===== config.mk =====
export PLATFORM = sky130hd
export DESIGN_NAME = phyled_ctrl
export DESIGN_NICKNAME = d
export VERILOG_FILES = /design/src/rtl/phyled_pkg.sv /design/src/rtl/phyled_regs.sv /design/src/rtl/phyled_blink.sv /design/src/rtl/phyled_pulse.sv /design/src/rtl/phyled_ctrl.sv
export SDC_FILE = /design/constraint.sdc
export NUM_CORES = 1
export LEC_CHECK = 0
export ABC_AREA = 1
export BUFFER_PORTS_ARGS = -buffer_cell sky130_fd_sc_hd__buf_4
export CORE_ASPECT_RATIO = 2
export CORE_MARGIN = 4
export CORE_UTILIZATION = 45
export CTS_CLUSTER_DIAMETER = 100
export CTS_CLUSTER_SIZE = 12
export DETAILED_ROUTE_END_ITERATION = 10
export GPL_TIMING_DRIVEN = 0
export SLEW_MARGIN = 20
export SYNTH_ARGS = -nofsm -noshare
export SYNTH_HDL_FRONTEND = slang
export SYNTH_HIERARCHICAL = 1
export SYNTH_SLANG_ARGS = --single-unit

===== constraint.sdc =====
create_clock -name clk -period 3.7 [get_ports clk]
set_clock_uncertainty 0.2 [all_clocks]
set_input_delay 0.37 -clock clk [delete_from_list [all_inputs] [get_ports clk]]
set_output_delay 0.37 -clock clk [all_outputs]
set_load 0.02 [all_outputs]

===== src/rtl/phyled_pkg.sv =====
package phyled_pkg;

  typedef struct packed {
    logic       link;
    logic [1:0] speed;
    logic       pdown;
    logic       eee;
    logic       aneg;
    logic       selftest;
    logic       cdiag;
  } phy_stat_t;

  typedef struct packed {
    logic [3:0] steady;
    logic [3:0] fast;
    logic [3:0] slow;
    logic [2:0] pmask;
  } led_cfg_t;

  typedef enum logic [1:0] {
    PS_IDLE = 2'd0,
    PS_ON   = 2'd1,
    PS_OFF  = 2'd2
  } pulse_st_e;

  localparam logic [7:0] RATE_RST   = 8'hC5;
  localparam logic [7:0] RATE_WMASK = 8'hF7;
  localparam logic [7:0] LOW_WMASK  = 8'hF7;

  function automatic logic [7:0] hi_rst(input int idx);
    case (idx)
      0:       return 8'h70;
      1:       return 8'h20;
      2, 3:    return 8'h40;
      default: return 8'h00;
    endcase
  endfunction

  function automatic logic [7:0] lo_rst(input int idx);
    case (idx)
      0:       return 8'h03;
      3:       return 8'h20;
      default: return 8'h00;
    endcase
  endfunction

  // Codes 1..7 form a speed mask, 8..12 map to status flags, others are false.
  function automatic logic cond_hit(input logic [3:0] code, input phy_stat_t st);
    logic hit;
    hit = 1'b0;
    if (!code[3]) begin
      if (st.link && (st.speed != 2'd3)) hit = code[st.speed];
    end else begin
      case (code[2:0])
        3'd0:    hit = st.pdown;
        3'd1:    hit = st.eee;
        3'd2:    hit = st.aneg;
        3'd3:    hit = st.selftest;
        3'd4:    hit = st.cdiag;
        default: hit = 1'b0;
      endcase
    end
    return hit;
  endfunction

endpackage


===== src/rtl/phyled_regs.sv =====
module phyled_regs
  import phyled_pkg::*;
#(
  parameter int NUM_LEDS = 4,
  parameter int ADDR_W   = 4
) (
  input  logic                      clk,
  input  logic                      rst_n,
  input  logic                      wr_en,
  input  logic [ADDR_W-1:0]         wr_addr,
  input  logic [7:0]                wr_data,
  input  logic [ADDR_W-1:0]         rd_addr,
  output logic [7:0]                rd_data,
  output logic [1:0]                fast_rate,
  output logic [1:0]                slow_rate,
  output led_cfg_t [NUM_LEDS-1:0]   cfg
);

  logic [7:0]                rate_q, rate_d;
  logic [NUM_LEDS-1:0][7:0]  hi_q, hi_d;
  logic [NUM_LEDS-1:0][7:0]  lo_q, lo_d;

  // next-state
  always_comb begin
    rate_d = rate_q;
    hi_d   = hi_q;
    lo_d   = lo_q;
    if (wr_en) begin
      if (wr_addr == '0) rate_d = wr_data & RATE_WMASK;
      for (int i = 0; i < NUM_LEDS; i++) begin
        if (wr_addr == ADDR_W'(2*i+1)) hi_d[i] = wr_data;
        if (wr_addr == ADDR_W'(2*i+2)) lo_d[i] = wr_data & LOW_WMASK;
      end
    end
  end

  // registers
  always_ff @(posedge clk or negedge rst_n) begin
    if (!rst_n) begin
      rate_q <= RATE_RST;
      for (int i = 0; i < NUM_LEDS; i++) begin
        hi_q[i] <= hi_rst(i);
        lo_q[i] <= lo_rst(i);
      end
    end else begin
      rate_q <= rate_d;
      hi_q   <= hi_d;
      lo_q   <= lo_d;
    end
  end

  // read mux
  always_comb begin
    rd_data = 8'h00;
    if (rd_addr == '0) rd_data = rate_q;
    for (int i = 0; i < NUM_LEDS; i++) begin
      if (rd_addr == ADDR_W'(2*i+1)) rd_data = hi_q[i];
      if (rd_addr == ADDR_W'(2*i+2)) rd_data = lo_q[i];
    end
  end

  assign fast_rate = rate_q[7:6];
  assign slow_rate = rate_q[5:4];

  always_comb begin
    for (int i = 0; i < NUM_LEDS; i++) begin
      cfg[i].steady = hi_q[i][7:4];
      cfg[i].fast   = hi_q[i][3:0];
      cfg[i].slow   = lo_q[i][7:4];
      cfg[i].pmask  = lo_q[i][2:0];
    end
  end

endmodule


===== src/rtl/phyled_blink.sv =====
module phyled_blink #(
  parameter int TICKS_PER_STEP = 32
) (
  input  logic       clk,
  input  logic       rst_n,
  input  logic       tick_i,
  input  logic [1:0] fast_rate,
  input  logic [1:0] slow_rate,
  output logic       step_o,
  output logic       fast_wave,
  output logic       slow_wave
);

  localparam int CNT_W = (TICKS_PER_STEP > 1) ? $clog2(TICKS_PER_STEP) : 1;
  localparam logic [CNT_W-1:0] CNT_LAST = CNT_W'(TICKS_PER_STEP - 1);

  logic [CNT_W-1:0] tcnt_q, tcnt_d;
  logic             step_q, step_d;
  logic [3:0]       phase_q, phase_d;
  logic             tcnt_en, phase_en;

  assign tcnt_en  = tick_i;
  assign phase_en = step_q;

  // next-state
  always_comb begin
    tcnt_d = tcnt_q;
    step_d = 1'b0;
    if (tcnt_en) begin
      if (tcnt_q == CNT_LAST) begin
        tcnt_d = '0;
        step_d = 1'b1;
      end else begin
        tcnt_d = tcnt_q + 1'b1;
      end
    end
    phase_d = phase_en ? phase_q + 4'd1 : phase_q;
  end

  // registers
  always_ff @(posedge clk or negedge rst_n) begin
    if (!rst_n) begin
      tcnt_q  <= '0;
      step_q  <= 1'b0;
      phase_q <= 4'd0;
    end else begin
      tcnt_q  <= tcnt_d;
      step_q  <= step_d;
      phase_q <= phase_d;
    end
  end

  logic [1:0] f_idx, s_idx;
  assign f_idx     = 2'd3 - fast_rate;
  assign s_idx     = 2'd3 - slow_rate;
  assign fast_wave = phase_q[f_idx];
  assign slow_wave = phase_q[s_idx];
  assign step_o    = step_q;

  // the blink phase only moves in a cycle that follows a step strobe
  assert_phase_on_step_R5: assert property (@(posedge clk) disable iff (!rst_n)
    (phase_q != $past(phase_q)) |-> $past(step_q));

  // no tick, no step
  assert_step_needs_tick_R5: assert property (@(posedge clk) disable iff (!rst_n)
    !tick_i |=> !step_q);

endmodule


===== src/rtl/phyled_pulse.sv =====
module phyled_pulse
  import phyled_pkg::*;
(
  input  logic       clk,
  input  logic       rst_n,
  input  logic       evt_i,
  input  logic       step_i,
  input  logic [3:0] half_steps,
  output logic       active_o,
  output logic       level_o
);

  pulse_st_e  st_q, st_d;
  logic [3:0] cnt_q, cnt_d;

  // next-state
  always_comb begin
    st_d  = st_q;
    cnt_d = cnt_q;
    case (st_q)
      PS_IDLE: begin
        if (evt_i) begin
          st_d  = PS_ON;
          cnt_d = 4'd0;
        end
      end
      PS_ON, PS_OFF: begin
        if (step_i) begin
          if (cnt_q == half_steps) begin
            st_d  = (st_q == PS_ON) ? PS_OFF : PS_IDLE;
            cnt_d = 4'd0;
          end else begin
            cnt_d = cnt_q + 4'd1;
          end
        end
      end
      default: st_d = PS_IDLE;
    endcase
  end

  // registers
  always_ff @(posedge clk or negedge rst_n) begin
    if (!rst_n) begin
      st_q  <= PS_IDLE;
      cnt_q <= 4'd0;
    end else begin
      st_q  <= st_d;
      cnt_q <= cnt_d;
    end
  end

  assign active_o = (st_q != PS_IDLE);
  assign level_o  = (st_q == PS_ON);

  // the dark gap is never cut short by a new event
  assert_off_no_retrigger_R8: assert property (@(posedge clk) disable iff (!rst_n)
    (st_q == PS_OFF) |=> (st_q != PS_ON));

  // a flash is always followed by a dark gap
  assert_on_then_off_R8: assert property (@(posedge clk) disable iff (!rst_n)
    (st_q == PS_ON) |=> (st_q != PS_IDLE));

  // phases only end on a step strobe
  assert_hold_between_steps_R8: assert property (@(posedge clk) disable iff (!rst_n)
    ((st_q != PS_IDLE) && !step_i) |=> $stable(st_q));

endmodule


===== src/rtl/phyled_ctrl.sv =====
module phyled_ctrl
  import phyled_pkg::*;
#(
  parameter int NUM_LEDS       = 4,
  parameter int TICKS_PER_STEP = 32,
  parameter int ADDR_W         = $clog2(2*NUM_LEDS+1)
) (
  input  logic                clk,
  input  logic                rst_n,
  input  logic                tick_i,
  input  logic                wr_en_i,
  input  logic [ADDR_W-1:0]   wr_addr_i,
  input  logic [7:0]          wr_data_i,
  input  logic [ADDR_W-1:0]   rd_addr_i,
  output logic [7:0]          rd_data_o,
  input  logic                link_up_i,
  input  logic [1:0]          speed_i,
  input  logic                pdown_i,
  input  logic                eee_i,
  input  logic                aneg_i,
  input  logic                selftest_i,
  input  logic                cdiag_i,
  input  logic                tx_act_i,
  input  logic                rx_act_i,
  input  logic                col_i,
  output logic [NUM_LEDS-1:0] led_o
);

  // reset: asynchronous assert, synchronous release
  logic rst_meta_q, rst_sync_n;
  always_ff @(posedge clk or negedge rst_n) begin
    if (!rst_n) begin
      rst_meta_q <= 1'b0;
      rst_sync_n <= 1'b0;
    end else begin
      rst_meta_q <= 1'b1;
      rst_sync_n <= rst_meta_q;
    end
  end

  led_cfg_t [NUM_LEDS-1:0] cfg;
  logic [1:0] fast_rate, slow_rate;
  logic       step, fast_wave, slow_wave;
  logic [3:0] half_steps;

  phyled_regs #(.NUM_LEDS(NUM_LEDS), .ADDR_W(ADDR_W)) regs_i (
    .clk       (clk),
    .rst_n     (rst_sync_n),
    .wr_en     (wr_en_i),
    .wr_addr   (wr_addr_i),
    .wr_data   (wr_data_i),
    .rd_addr   (rd_addr_i),
    .rd_data   (rd_data_o),
    .fast_rate (fast_rate),
    .slow_rate (slow_rate),
    .cfg       (cfg)
  );

  phyled_blink #(.TICKS_PER_STEP(TICKS_PER_STEP)) blink_i (
    .clk       (clk),
    .rst_n     (rst_sync_n),
    .tick_i    (tick_i),
    .fast_rate (fast_rate),
    .slow_rate (slow_rate),
    .step_o    (step),
    .fast_wave (fast_wave),
    .slow_wave (slow_wave)
  );

  assign half_steps = 4'd1 << (2'd3 - slow_rate);

  phy_stat_t stat;
  assign stat = '{link: link_up_i, speed: speed_i, pdown: pdown_i, eee: eee_i,
                  aneg: aneg_i, selftest: selftest_i, cdiag: cdiag_i};

  logic [2:0]          act_vec;
  assign act_vec = {col_i, rx_act_i, tx_act_i};

  logic [NUM_LEDS-1:0] steady_hit, fast_hit, slow_hit, evt, p_act, p_lvl;
  logic [NUM_LEDS-1:0] led_d, led_q;

  for (genvar i = 0; i < NUM_LEDS; i++) begin : g_lane
    assign steady_hit[i] = cond_hit(cfg[i].steady, stat);
    assign fast_hit[i]   = cond_hit(cfg[i].fast, stat);
    assign slow_hit[i]   = cond_hit(cfg[i].slow, stat);
    assign evt[i]        = |(cfg[i].pmask & act_vec);

    phyled_pulse pulse_i (
      .clk        (clk),
      .rst_n      (rst_sync_n),
      .evt_i      (evt[i]),
      .step_i     (step),
      .half_steps (half_steps),
      .active_o   (p_act[i]),
      .level_o    (p_lvl[i])
    );

    // nothing active means a dark LED in the next cycle
    assert_dark_when_idle_R6: assert property (@(posedge clk) disable iff (!rst_sync_n)
      (!p_act[i] && !fast_hit[i] && !slow_hit[i] && !steady_hit[i]) |=> !led_o[i]);

    // an active pulse decides the LED over every other term
    assert_pulse_first_R6: assert property (@(posedge clk) disable iff (!rst_sync_n)
      p_act[i] |=> (led_o[i] == $past(p_lvl[i])));
  end

  // priority select
  always_comb begin
    for (int i = 0; i < NUM_LEDS; i++) begin
      if (p_act[i])         led_d[i] = p_lvl[i];
      else if (fast_hit[i]) led_d[i] = fast_wave;
      else if (slow_hit[i]) led_d[i] = slow_wave;
      else                  led_d[i] = steady_hit[i];
    end
  end

  always_ff @(posedge clk or negedge rst_sync_n) begin
    if (!rst_sync_n) led_q <= '0;
    else             led_q <= led_d;
  end

  assign led_o = led_q;

endmodule


==> qor_table.md <==
| Metric | Value | Unit |
|---|---|---|
| Status | finished clean | - |
| DRC viols | 0 | - |
| Clock-pin slew of the registers on the worst-case setup and hold paths | 0.07 | ns |
| Sink Count | 107 | - |
| Max VDD drop | 0.322 | mV |
| Post-Synthesis Mean Instance Area | 6.77 | µm² |
| Count of buffers inserted at the top-level ports | 40 | - |
| Utilization of the core after routing | 0.521 | - |
| TritonCTS clock tree | built | - |
| Number of max-capacitance violations reported | 0 | - |
| Final Routed Wirelength | 20500 | µm |
| Launching point of the worst reg2reg path | regs_i/rate_q[5]$_DFFE_PN0P_ | - |
| Die Y | 185 | µm |
| Detailed-route vias per instance | 5.20 | - |
| TritonRoute pass-1 iters | 5 | - |
| Setup violation total in the final timing report | 0 | - |
| Nets in the synthesized netlist | 1094 | - |
| Gate Count Post-Synth | 1044 | - |
| Critical path data required time | 3.13 | ns |
| Sequential share of the synthesized area | 0.381 | - |
| Slew at the pin with the worst max-slew slack | 0.634 | ns |
| Buffer depth of the longest clock path | 2 | - |
| Hold Vio Cnt, Final | 0 | - |
| Worst path arrival time | 1.71 | ns |
| Cell count of the worst reg-to-reg path | 12 | - |
| Post-Place Cell Area | 7670 | µm² |
| Effective utilization at floorplan | 0.460 | - |
| Dpl cells | 1284 | - |
| End point of the worst hold path | regs_i/cfg[56]$_DFFE_PN0P_ | - |
| Overall fraction of global-route tracks in use | 0.236 | - |
| Setup bufs post-CTS | 0 | - |
| Accumulated negative setup slack | 0 | ns |
| Start point of the worst min-delay path | wr_data_i[4] | - |
| Area growth from synthesis to layout | 13.3 | % |
| R2R Setup Slk | 1.62 | ns |
| Count of inserted antenna diode cells | 0 | - |
| Fraction of layout cells with a size suffix above 1 | 0.125 | - |
| Most used cells in the layout excluding fill and tap cells | sky130_fd_sc_hd__nand2_1, sky130_fd_sc_hd__inv_1, sky130_fd_sc_hd__dfrtp_1 | - |
| TritonCTS buffer count | 9 | - |
| Mapped Area | 7070 | µm² |
| Placeable core area | 15400 | µm² |
| Via count of the routed design | 6770 | - |
| Crit end category | output port | - |
| Final weighted congestion of routability-driven global placement | 0.903 | - |
| Vias in the first global route | 6651 | - |
| Pins Over Slew Limit | 0 | - |
| Period utilisation layout | 0.615 | - |
| Worst slew margin relative to its limit | 0.576 | - |
| Critical path start-end classification | in2out | - |
| Crit path time final | 2.28 | ns |
| Fillers | 1617 | - |
| Most common cell after layout, fill and taps aside | sky130_fd_sc_hd__nand2_1 | - |
| Most frequent cell on the critical path | sky130_fd_sc_hd__buf_4 | - |
| Horizontal die dimension | 96.6 | µm |
| Netlist cell types | 32 | - |
| Maximum level of the CTS H-tree | 3 | - |
| Overflow after GRT | 0 | - |
| Total Nets Final | 1149 | - |
| Type of origin of the critical path | input pin | - |
| Full die area | 17900 | µm² |
| Pin count of the biggest net entering global routing | 54 | - |
| Synthesis-stage register bit count | 107 | - |
| Standard cell with the maximum stage delay on the critical path | sky130_fd_sc_hd__nor2_2 | - |
| Post-route insts no fill | 1302 | - |
| Hold depth | 3 | - |
| Wire length of the first global-routing pass | 33200 | µm |
| Power per standard cell area | 598 | nW/µm² |
| IO Pins | 43 | - |
| R2r endpoint | g_lane[3].pulse_i/st_q[0]$_DFFE_PN0P_ | - |
| Cell-by-cell listing of the critical path | buf_4, nor2_2, nand3_1, inv_1, nand2_1, nand4_1, buf_4 | - |
| Drt initial violations | 532 | - |
| Final non-filler cell area | 8010 | µm² |
| Root Buffer | sky130_fd_sc_hd__clkbuf_16 | - |
| Antenna violations before repair | 0 | - |
| Number of core rows | 64 | - |
| Cell leakage power | 0.00425 | µW |
| Half-perimeter wire length after detailed placement | 16100 | µm |
| Drt wl/cell | 15.7 | µm |
| Later-pin clock latency in the skew report | 0.36 | ns |
| Minimum hold slack | 0.0281 | ns |
| Unrepaired setup endpoints after global routing | false | - |
| Crit-path max FO | 9 | - |
| Max stage delay on crit path | 0.33 | ns |
| Type of the most critical hold path | in2reg | - |
| Number of antenna-violating nets in the routed design | 0 | - |
| Synthesis warning total | 6 | - |
| Maximum operating frequency | 439 | MHz |
==> timing repair <==
action / 4_1_cts / 5_1_grt
resized for setup: 0 / 0
endpoints found under the hold margin: 13 / 0
hold buffers: 2 / 0
==> registers in the layout (all words and copies together), names as in the netlist <==
name	flops
blink_i/step_o	1
blink_i/tcnt_q	5
regs_i/rate_q	7
blink_i/phase_q	4
led_o	4
rst_sync_n	1
g_lane.pulse_i/st_q	8
g_lane.pulse_i/cnt_q	16
regs_i/cfg	60
rst_meta_q	1
==> per-layer routing <==
layer	wire length, µm	vias to the layer above	share of wire	GRT usage
li1	-	3400	-	-
met4	962	0	0.047	0.120
met1	7510	3134	0.37	0.239
met5	0	-	0	0
met2	11300	177	0.55	0.468
met3	666	59	0.033	0.0271
==> worst max path at each step <==
stage                    startpoint                                endpoint  cells after the start
3_5_place_dp           rd_addr_i[1]                            rd_data_o[2]                      7
4_1_cts                rd_addr_i[1]                            rd_data_o[2]                      7
2_1_floorplan  rst_sync_n$_DFF_PN0_          blink_i/phase_q[0]$_DFFE_PN0P_                      0
6_report               rd_addr_i[1]                            rd_data_o[2]                      7
5_1_grt                rd_addr_i[3]                            rd_data_o[4]                     10
3_3_place_gp   rst_sync_n$_DFF_PN0_  g_lane[0].pulse_i/cnt_q[3]$_DFFE_PN0P_                      0
==> final cells by class <==
type | count | area (µm²) | share of cell area
Buffer | 25 | 181 | 0.0227
Clock buffer | 11 | 253 | 0.0316
Clock inverter | 5 | 60.1 | 0.00750
Inverter | 164 | 616 | 0.0769
Multi-Input combinational cell | 748 | 3580 | 0.447
Sequential cell | 107 | 2700 | 0.337
Tap cell | 198 | 248 | 0.0309
Timing Repair Buffer | 44 | 375 | 0.0469
==> cells by family (layout without fill, tap and decap cells) <==
logic type / after synthesis / in the layout / share of synthesized area
buffers and inverters: 189 / 249 / 0.113
AO/OA/AOI/OAI: 148 / 148 / 0.112
adder cells (fa/ha/maj): 19 / 19 / 0.0336
XOR/XNOR: 8 / 8 / 0.00992
AND/OR/NAND/NOR: 572 / 572 / 0.350
flip-flops: 107 / 107 / 0.381
other: 1 / 1 / 0.000531
==> worst max-delay path: cells and delay by family <==
family	cells	cell delay, ns
buf+inv	3	0.53
simple gates	4	0.80
==> stage by stage <==
step	power (µW)	setup WS, ns
after floorplan	3250	0.321
after global placement	3750	-1.17
after detailed placement	3790	1.44
after CTS	4830	1.43
after global routing	5210	1.31
final	4790	1.42
==> synth_stat cells <==
cell | number | area (µm²)
sky130_fd_sc_hd__nand2_1 | 375 | 1410
sky130_fd_sc_hd__inv_1 | 158 | 593
sky130_fd_sc_hd__dfrtp_1 | 94 | 2350
sky130_fd_sc_hd__o21ai_0 | 87 | 435
sky130_fd_sc_hd__nand3_1 | 71 | 355
sky130_fd_sc_hd__nor2_1 | 56 | 210
sky130_fd_sc_hd__a21oi_1 | 41 | 205
sky130_fd_sc_hd__nand4_1 | 32 | 200
sky130_fd_sc_hd__ha_1 | 19 | 238
sky130_fd_sc_hd__dfstp_2 | 13 | 342
sky130_fd_sc_hd__buf_4 | 11 | 82.6
sky130_fd_sc_hd__nor2_2 | 10 | 62.6
sky130_fd_sc_hd__nand2_2 | 9 | 56.3
sky130_fd_sc_hd__nor2_4 | 8 | 90.1
sky130_fd_sc_hd__xor2_1 | 8 | 70.1
sky130_fd_sc_hd__buf_2 | 7 | 35.0
sky130_fd_sc_hd__inv_2 | 6 | 22.5
sky130_fd_sc_hd__buf_6 | 5 | 56.3
sky130_fd_sc_hd__o21ai_2 | 5 | 43.8
sky130_fd_sc_hd__nand2_4 | 4 | 45.0
sky130_fd_sc_hd__o2111ai_1 | 4 | 35.0
sky130_fd_sc_hd__o22ai_1 | 4 | 25.0
sky130_fd_sc_hd__o211ai_1 | 3 | 22.5
sky130_fd_sc_hd__o21ai_1 | 3 | 15.0
sky130_fd_sc_hd__clkbuf_1 | 2 | 7.51
sky130_fd_sc_hd__nand3b_1 | 2 | 15.0
sky130_fd_sc_hd__nor3_1 | 2 | 10.0
sky130_fd_sc_hd__a21boi_0 | 1 | 7.51
sky130_fd_sc_hd__and3_1 | 1 | 6.26
sky130_fd_sc_hd__conb_1 | 1 | 3.75
sky130_fd_sc_hd__nor3_2 | 1 | 10.0
sky130_fd_sc_hd__or2_0 | 1 | 6.26
==> power breakdown <==
group	leakage, µW	switching, µW	internal, µW
registers	0.00132	344	1500
clock network	0.000152	464	565
logic	0.00277	1200	714
total	0.00425	2010	2780
No activity file was read; power rests on OpenSTA's default activity.
